==> src/rtl/spi_boot_pkg.sv <==
package spi_boot_pkg;
  localparam int unsigned WORD_W = 32;

  typedef enum logic [1:0] {
    HW_BYTE  = 2'b00,
    HW_HALF  = 2'b01,
    HW_FULL  = 2'b10,
    HW_FULL2 = 2'b11
  } host_width_e;

  function automatic logic [5:0] host_bits(input logic [1:0] sel);
    case (sel)
      HW_BYTE: host_bits = 6'd8;
      HW_HALF: host_bits = 6'd16;
      default: host_bits = 6'd32;
    endcase
  endfunction

  function automatic logic [1:0] last_slot(input logic [1:0] sel);
    case (sel)
      HW_BYTE: last_slot = 2'd3;
      HW_HALF: last_slot = 2'd1;
      default: last_slot = 2'd0;
    endcase
  endfunction
endpackage

==> src/rtl/spi_pin_sync.sv <==
module spi_pin_sync #(
  parameter int unsigned STAGES = 2
) (
  input  logic clk,
  input  logic rst_n,
  input  logic sclk_i,
  input  logic mosi_i,
  input  logic cs_n_i,
  output logic rise_o,
  output logic mosi_o,
  output logic cs_hi_o
);
  localparam int unsigned LAST = STAGES - 1;

  logic [STAGES:0]  sclk_q;
  logic [LAST:0]    mosi_q;
  logic [LAST:0]    cs_q;

  genvar g;
  generate
    for (g = 0; g < STAGES; g++) begin : g_stage
      always_ff @(posedge clk or negedge rst_n) begin
        if (!rst_n) begin
          sclk_q[g] <= 1'b0;
          mosi_q[g] <= 1'b0;
          cs_q[g]   <= 1'b1;
        end else begin
          sclk_q[g] <= (g == 0) ? sclk_i : sclk_q[(g == 0) ? 0 : g - 1];
          mosi_q[g] <= (g == 0) ? mosi_i : mosi_q[(g == 0) ? 0 : g - 1];
          cs_q[g]   <= (g == 0) ? cs_n_i : cs_q[(g == 0) ? 0 : g - 1];
        end
      end
    end
  endgenerate

  always_ff @(posedge clk or negedge rst_n) begin
    if (!rst_n) sclk_q[STAGES] <= 1'b0;
    else        sclk_q[STAGES] <= sclk_q[LAST];
  end

  assign rise_o  = sclk_q[LAST] & ~sclk_q[STAGES];
  assign mosi_o  = mosi_q[LAST];
  assign cs_hi_o = cs_q[LAST];
endmodule

==> src/rtl/spi_host_shifter.sv <==
module spi_host_shifter
  import spi_boot_pkg::*;
(
  input  logic              clk,
  input  logic              rst_n,
  input  logic              rise_i,
  input  logic              bit_i,
  input  logic              cs_hi_i,
  input  logic [1:0]        width_i,
  output logic              host_vld_o,
  output logic [WORD_W-1:0] host_word_o
);
  localparam int unsigned CNT_W = $clog2(WORD_W);

  logic [CNT_W-1:0]  bit_cnt;
  logic [WORD_W-1:0] shreg;
  logic [5:0]        nbits;
  logic              at_last;
  logic [WORD_W-1:0] shifted;

  always_comb begin
    nbits   = host_bits(width_i);
    at_last = ({1'b0, bit_cnt} == (nbits - 6'd1));
    shifted = {shreg[WORD_W-2:0], bit_i};
  end

  always_ff @(posedge clk or negedge rst_n) begin
    if (!rst_n) begin
      bit_cnt     <= '0;
      shreg       <= '0;
      host_vld_o  <= 1'b0;
      host_word_o <= '0;
    end else begin
      host_vld_o <= 1'b0;
      if (cs_hi_i) begin
        bit_cnt <= '0;
      end else if (rise_i) begin
        shreg <= shifted;
        if (at_last) begin
          bit_cnt     <= '0;
          host_vld_o  <= 1'b1;
          host_word_o <= shifted;
        end else begin
          bit_cnt <= bit_cnt + 1'b1;
        end
      end
    end
  end

  AST_DESELECT_CLEARS: assert property (@(posedge clk) disable iff (!rst_n)
    cs_hi_i |=> (bit_cnt == '0));
endmodule

==> src/rtl/spi_word_packer.sv <==
module spi_word_packer
  import spi_boot_pkg::*;
(
  input  logic              clk,
  input  logic              rst_n,
  input  logic              cs_hi_i,
  input  logic [1:0]        width_i,
  input  logic              host_vld_i,
  input  logic [WORD_W-1:0] host_word_i,
  output logic              word_vld_o,
  output logic [WORD_W-1:0] word_o
);
  localparam int unsigned QTR  = WORD_W / 4;
  localparam int unsigned HALF = WORD_W / 2;

  logic [1:0]        slot;
  logic [WORD_W-1:0] acc;
  logic [WORD_W-1:0] merged;

  always_comb begin
    case (width_i)
      HW_BYTE: merged = {host_word_i[QTR-1:0], acc[WORD_W-1:QTR]};
      HW_HALF: merged = {host_word_i[HALF-1:0], acc[WORD_W-1:HALF]};
      default: merged = host_word_i;
    endcase
  end

  always_ff @(posedge clk or negedge rst_n) begin
    if (!rst_n) begin
      slot       <= '0;
      acc        <= '0;
      word_vld_o <= 1'b0;
      word_o     <= '0;
    end else begin
      word_vld_o <= 1'b0;
      if (cs_hi_i) begin
        slot <= '0;
      end else if (host_vld_i) begin
        acc <= merged;
        if (slot == last_slot(width_i)) begin
          slot       <= '0;
          word_vld_o <= 1'b1;
          word_o     <= merged;
        end else begin
          slot <= slot + 1'b1;
        end
      end
    end
  end

  AST_PACK_PULSE: assert property (@(posedge clk) disable iff (!rst_n)
    word_vld_o |=> !word_vld_o);
  AST_DESELECT_SLOT: assert property (@(posedge clk) disable iff (!rst_n)
    cs_hi_i |=> (slot == '0));
endmodule

==> src/rtl/spi_out_stage.sv <==
module spi_out_stage
  import spi_boot_pkg::*;
#(
  parameter int unsigned BOOT_WORDS = 256,
  parameter int unsigned CNT_W      = $clog2(BOOT_WORDS + 1)
) (
  input  logic              clk,
  input  logic              rst_n,
  input  logic              word_vld_i,
  input  logic [WORD_W-1:0] word_i,
  input  logic              ready_i,
  output logic              valid_o,
  output logic [WORD_W-1:0] data_o,
  output logic [CNT_W-1:0]  count_o,
  output logic              done_o,
  output logic              ovf_o
);
  localparam logic [CNT_W-1:0] LIMIT = CNT_W'(BOOT_WORDS);

  logic [CNT_W-1:0] issued;
  logic             take;

  assign take   = valid_o & ready_i;
  assign done_o = (count_o == LIMIT);

  always_ff @(posedge clk or negedge rst_n) begin
    if (!rst_n) begin
      valid_o <= 1'b0;
      data_o  <= '0;
      count_o <= '0;
      issued  <= '0;
      ovf_o   <= 1'b0;
    end else begin
      if (take) begin
        valid_o <= 1'b0;
        count_o <= count_o + 1'b1;
      end
      if (word_vld_i && (issued != LIMIT)) begin
        if (valid_o && !ready_i) begin
          ovf_o <= 1'b1;
        end else begin
          valid_o <= 1'b1;
          data_o  <= word_i;
          issued  <= issued + 1'b1;
        end
      end
    end
  end

  AST_HOLD_WORD: assert property (@(posedge clk) disable iff (!rst_n)
    (valid_o && !ready_i) |=> (valid_o && $stable(data_o)));
  AST_OVF_STICKY: assert property (@(posedge clk) disable iff (!rst_n)
    ovf_o |=> ovf_o);
  AST_DONE_IDLE: assert property (@(posedge clk) disable iff (!rst_n)
    done_o |-> !valid_o);
  AST_COUNT_STEP: assert property (@(posedge clk) disable iff (!rst_n)
    take |=> (count_o == $past(count_o) + 1'b1));
endmodule

==> src/rtl/spi_boot_packer.sv <==
module spi_boot_packer
  import spi_boot_pkg::*;
#(
  parameter int unsigned BOOT_WORDS  = 256,
  parameter int unsigned SYNC_STAGES = 2,
  parameter int unsigned CNT_W       = $clog2(BOOT_WORDS + 1)
) (
  input  logic              clk,
  input  logic              rst_n,
  input  logic              spi_sclk,
  input  logic              spi_mosi,
  input  logic              spi_cs_n,
  input  logic [1:0]        host_width,
  output logic              out_valid,
  input  logic              out_ready,
  output logic [WORD_W-1:0] out_data,
  output logic [CNT_W-1:0]  word_count,
  output logic              boot_done,
  output logic              overflow
);
  logic              rise, mosi_s, cs_hi;
  logic              host_vld, word_vld;
  logic [WORD_W-1:0] host_word, packed_word;

  spi_pin_sync #(.STAGES(SYNC_STAGES)) u_sync (
    .clk(clk), .rst_n(rst_n), .sclk_i(spi_sclk), .mosi_i(spi_mosi),
    .cs_n_i(spi_cs_n), .rise_o(rise), .mosi_o(mosi_s), .cs_hi_o(cs_hi));

  spi_host_shifter u_shift (
    .clk(clk), .rst_n(rst_n), .rise_i(rise), .bit_i(mosi_s), .cs_hi_i(cs_hi),
    .width_i(host_width), .host_vld_o(host_vld), .host_word_o(host_word));

  spi_word_packer u_pack (
    .clk(clk), .rst_n(rst_n), .cs_hi_i(cs_hi), .width_i(host_width),
    .host_vld_i(host_vld), .host_word_i(host_word),
    .word_vld_o(word_vld), .word_o(packed_word));

  spi_out_stage #(.BOOT_WORDS(BOOT_WORDS), .CNT_W(CNT_W)) u_out (
    .clk(clk), .rst_n(rst_n), .word_vld_i(word_vld), .word_i(packed_word),
    .ready_i(out_ready), .valid_o(out_valid), .data_o(out_data),
    .count_o(word_count), .done_o(boot_done), .ovf_o(overflow));
endmodule

==> config.mk <==
export PLATFORM = sky130hd
export DESIGN_NAME = spi_boot_packer
export DESIGN_NICKNAME = d
export VERILOG_FILES = /design/src/rtl/spi_boot_pkg.sv /design/src/rtl/spi_pin_sync.sv /design/src/rtl/spi_host_shifter.sv /design/src/rtl/spi_word_packer.sv /design/src/rtl/spi_out_stage.sv /design/src/rtl/spi_boot_packer.sv
export SDC_FILE = /design/constraint.sdc
export NUM_CORES = 1
export LEC_CHECK = 0
export BUFFER_PORTS_ARGS = -buffer_cell sky130_fd_sc_hd__buf_2
export CORE_MARGIN = 2
export CORE_UTILIZATION = 26
export CTS_BUF_LIST = sky130_fd_sc_hd__clkbuf_4 sky130_fd_sc_hd__clkbuf_8
export CTS_CLUSTER_SIZE = 28
export DETAILED_ROUTE_END_ITERATION = 8
export SYNTH_ARGS = -nofsm -noshare
export SYNTH_HDL_FRONTEND = slang
export SYNTH_SLANG_ARGS = --single-unit
==> constraint.sdc <==
create_clock -name clk -period 2.1 [get_ports clk]
set_clock_uncertainty 0.05 [all_clocks]
set_input_delay 0.42 -clock clk [delete_from_list [all_inputs] [get_ports clk]]
set_output_delay 0.42 -clock clk [all_outputs]
set_load 0.05 [all_outputs]
==> flow_summary_export.csv <==
group,metric,value,unit
status,status,"finished, violations left",
status,violations,"setup timing",
grt,antenna_found_initial,0,
placement,place_ws,-360,ps
power,pwr-share-clk,0.379,
floorplan,die_y,180,microns
placement,hpwl,10200,microns
yosys,synth_area_per_cell,12.7,sq um
clock_network,cts_root_buf,"clkbuf_8",
timing,slew_headroom,0.608,
yosys,synth_nets,646,
timing,setup_tns,-184,ps
grt,grt_pass1_vias,4812,
power,ir_drop,0.000325,V
yosys,synth_area,8020,sq um
yosys,synth_enable_flop_cells,0,
routing,drtIter0Drc,240,
run,timing.max_cap.violations,0,
setup_path,end_kind,"output pin",
timing,fmax,438,MHz
grt,grtUsageTotal,0.0962,
floorplan,pin_count,52,
setup_path,cp.arrival,1810,ps
yosys,synth-seq-cells,187,
yosys,synth.distinct_cells,44,
routing,firstDrtPassIters,4,
yosys,ys_warn_count,0,
cells_and_area,area_growth,19.0,%
power,sequentialPowerShare,0.560,
yosys,synthFlopType,"dfrtp_1",
placement,place_congestion,0.728,
clock_network,cts_tree,"done",
cells_and_area,seq_area,4680,sq um
setup_path,critPathLaunchType,"flop",
yosys,yosysMostFrequentCell,"dfrtp_1",
power,finalPower,6.75,mW
clock_network,clock_path_buffers,2,
cells_and_area,drive_gt1_frac,0.334,
timing,worst_pin_slew,588,ps
clock_network,cts_buffers,17,
routing,routedWlPerCell,13.8,microns
yosys,synth_top_area_cell,"dfrtp_1",
timing,setup_viol,1,
power,p_per_area,707,nW/um^2
hold_path,min_path_type,"input port to flop",
yosys,synth-seq-area-share,0.584,
yosys,synth_top_area_share,0.577,
clock_network,htree_num_levels,4,
power,swShare,0.244,
yosys,synth-async-reset-ratio,1.00,
clock_network,clkTransAtPathRegs,90,ps
floorplan,die_x,180,microns
timing,post-route-min-period,2280,ps
timing,slew_viol_final,0,
cells_and_area,multi_input_area,3200,sq um
routing,route.detailed.drc,0,
yosys,synth_common_cells,"dfrtp_1 (185), mux2_2 (77), o21ai_0 (58)",
floorplan,start_util,0.263,
timing,hold_violations,0,
floorplan,row_count,64,
timing,layout_worst_path_cycle_share,1.09,
timing,setup_slack,-184,ps
cells_and_area,antenna_cells,0,
routing,wl,15300,microns
placement,port_buffers,51,
clock_network,cts_sinks,187,
yosys,synth.area.top_cells,"dfrtp_1 (58%), mux2_2 (11%), mux2_4 (5.1%), mux2i_1 (4.0%), o21ai_0 (3.6%)",
routing,vias_per_cell,4.39,
grt,grt_max_degree,93,
cells_and_area,n_fill_cell,3068,
clock_network,clk_latency,460,ps
setup_path,crit_type,"flop to output pin",
power,power.leakage,4.66,nW
floorplan,dieArea,32300,sq um
floorplan,core,30500,sq um
routing,vias,4880,
setup_path,worstPathRequired,1630,ps
grt,grt_overflow,0,
grt,grt_pass1_wl,25600,microns
power,share_comb_of_total_power,0.061,
yosys,synth_cells,632,
setup_path,worstPathMaxFanout,2,
timing,rsz0062_at_grt,"true",
power,p_int,5.10,mW
power,switching_power,1.65,mW
cells_and_area,fin_nets,716,
routing,detail-route-antenna-nets,0,
[placed cells by master (no fill, tap or decap), types with 2 or more instances in the layout]
cell type	instances
o211ai_1	2
inv_1	8
nand2b_1	5
buf_4	23
nor2_1	32
dfstp_2	2
clkinv_2	2
clkbuf_16	2
nand3_1	8
ha_1	4
and3_1	2
xor2_1	9
dfrtp_1	185
mux2_4	36
inv_8	2
nor3b_1	2
clkbuf_8	19
mux2i_1	32
nand2_1	45
inv_6	5
dlygate4sd3_1	4
buf_12	8
mux2_2	68
or4_4	2
o21ai_0	58
nor4_1	2
a21oi_1	29
bufinv_16	3
buf_2	49
nor2_2	2
xnor2_1	11
nor4_4	2
buf_6	2
nand4_1	4
o31ai_1	25
nor3_1	3
[sequential cells by signal (all words and copies together), names as in the netlist, 2 cells and up]
register	cells
u_sync.sclk_q	3
u_out.issued	9
u_pack.slot	2
u_shift.host_word_o	32
u_shift.shreg	31
u_out.data_o	32
u_pack.word_o	32
u_pack.acc	24
u_out.count_o	9
u_shift.bit_cnt	5
[path summary, 6_finish.rpt]
check	startpoint	endpoint	slack, ps	depth (start not counted)
hold reg to reg	u_sync.sclk_q[0]	u_sync.sclk_q[1]	310	0
hold / removal	out_ready	u_out.count_o[2]	260	3
setup / recovery	u_out.count_o[2]	boot_done	-180	3
setup reg to reg	u_shift.bit_cnt[0]	u_shift.host_word_o[14]	80	7
min in group asynchronous	rst_n	u_out.ovf_o	400	2
max in group asynchronous	rst_n	u_sync.cs_hi_o	900	3
[power by group through the flow]
stage	clock network [mW]	logic (mW)	registers, mW
after global routing	2.80	0.460	3.79
after detailed placement	0	0.409	3.85
final	2.56	0.412	3.78
after floorplan	0	0.221	3.85
after global placement	0	0.402	3.85
after CTS	2.66	0.418	3.78
[critical path, stage by stage (launching register included)]
cell	delay (ps)
dfrtp_1	390
or4_4	540
nor4_4	230
buf_6	190
[final cells by class]
cell class              count  area share
flip-flops and latches    187       0.490
multi-input cells         399       0.336
repair buffers             89      0.0738
well taps                 396      0.0519
clock buffers              18      0.0260
clock inverters            14      0.0191
inverters                   8     0.00315
[routing by layer]
layer  up-vias  GRT usage  part of all wire
met4         0     0.0273             0.010
met3        16     0.0225             0.032
met5         -          0                 0
li1       2366          -                 -
met2        65      0.149              0.47
met1      2433      0.134              0.49
[per-stage QoR]
stage               std cells  hold WS [ps]   util  instance area (sq um)
floorplan                 632          74.4      -                   8140
CTS                      1105           218  0.310                   9440
global route             1111           234  0.313                   9550
finish                   1111           255  0.313                   9550
detailed placement       1066           286  0.293                   8950
global placement         1066           282  0.293                   8950
[repair_timing]
| action | CTS | global route |
|---|---|---|
| pin swaps | 2 | 3 |
| resized for setup | 1 | 4 |
| endpoints found under the hold margin | 44 | 0 |
| buffers inserted | 3 | 3 |
| endpoints found under the setup margin | 1 | 33 |
| gates cloned | 0 | 3 |
| hold buffers | 4 | 0 |
[cell families (layout without fill, tap and decap cells)]
kind of cell,Yosys count,count (layout),synth area share
AO/OA/AOI/OAI,118,118,0.0855
AND/OR/NAND/NOR,118,118,0.0716
adder cells (fa/ha/maj),6,6,0.00936
XOR/XNOR,20,20,0.0218
multiplexers,137,137,0.200
buffers and inverters,46,129,0.0284
flip-flops,187,187,0.584
Note: power is estimated with default switching activity, not from simulation.
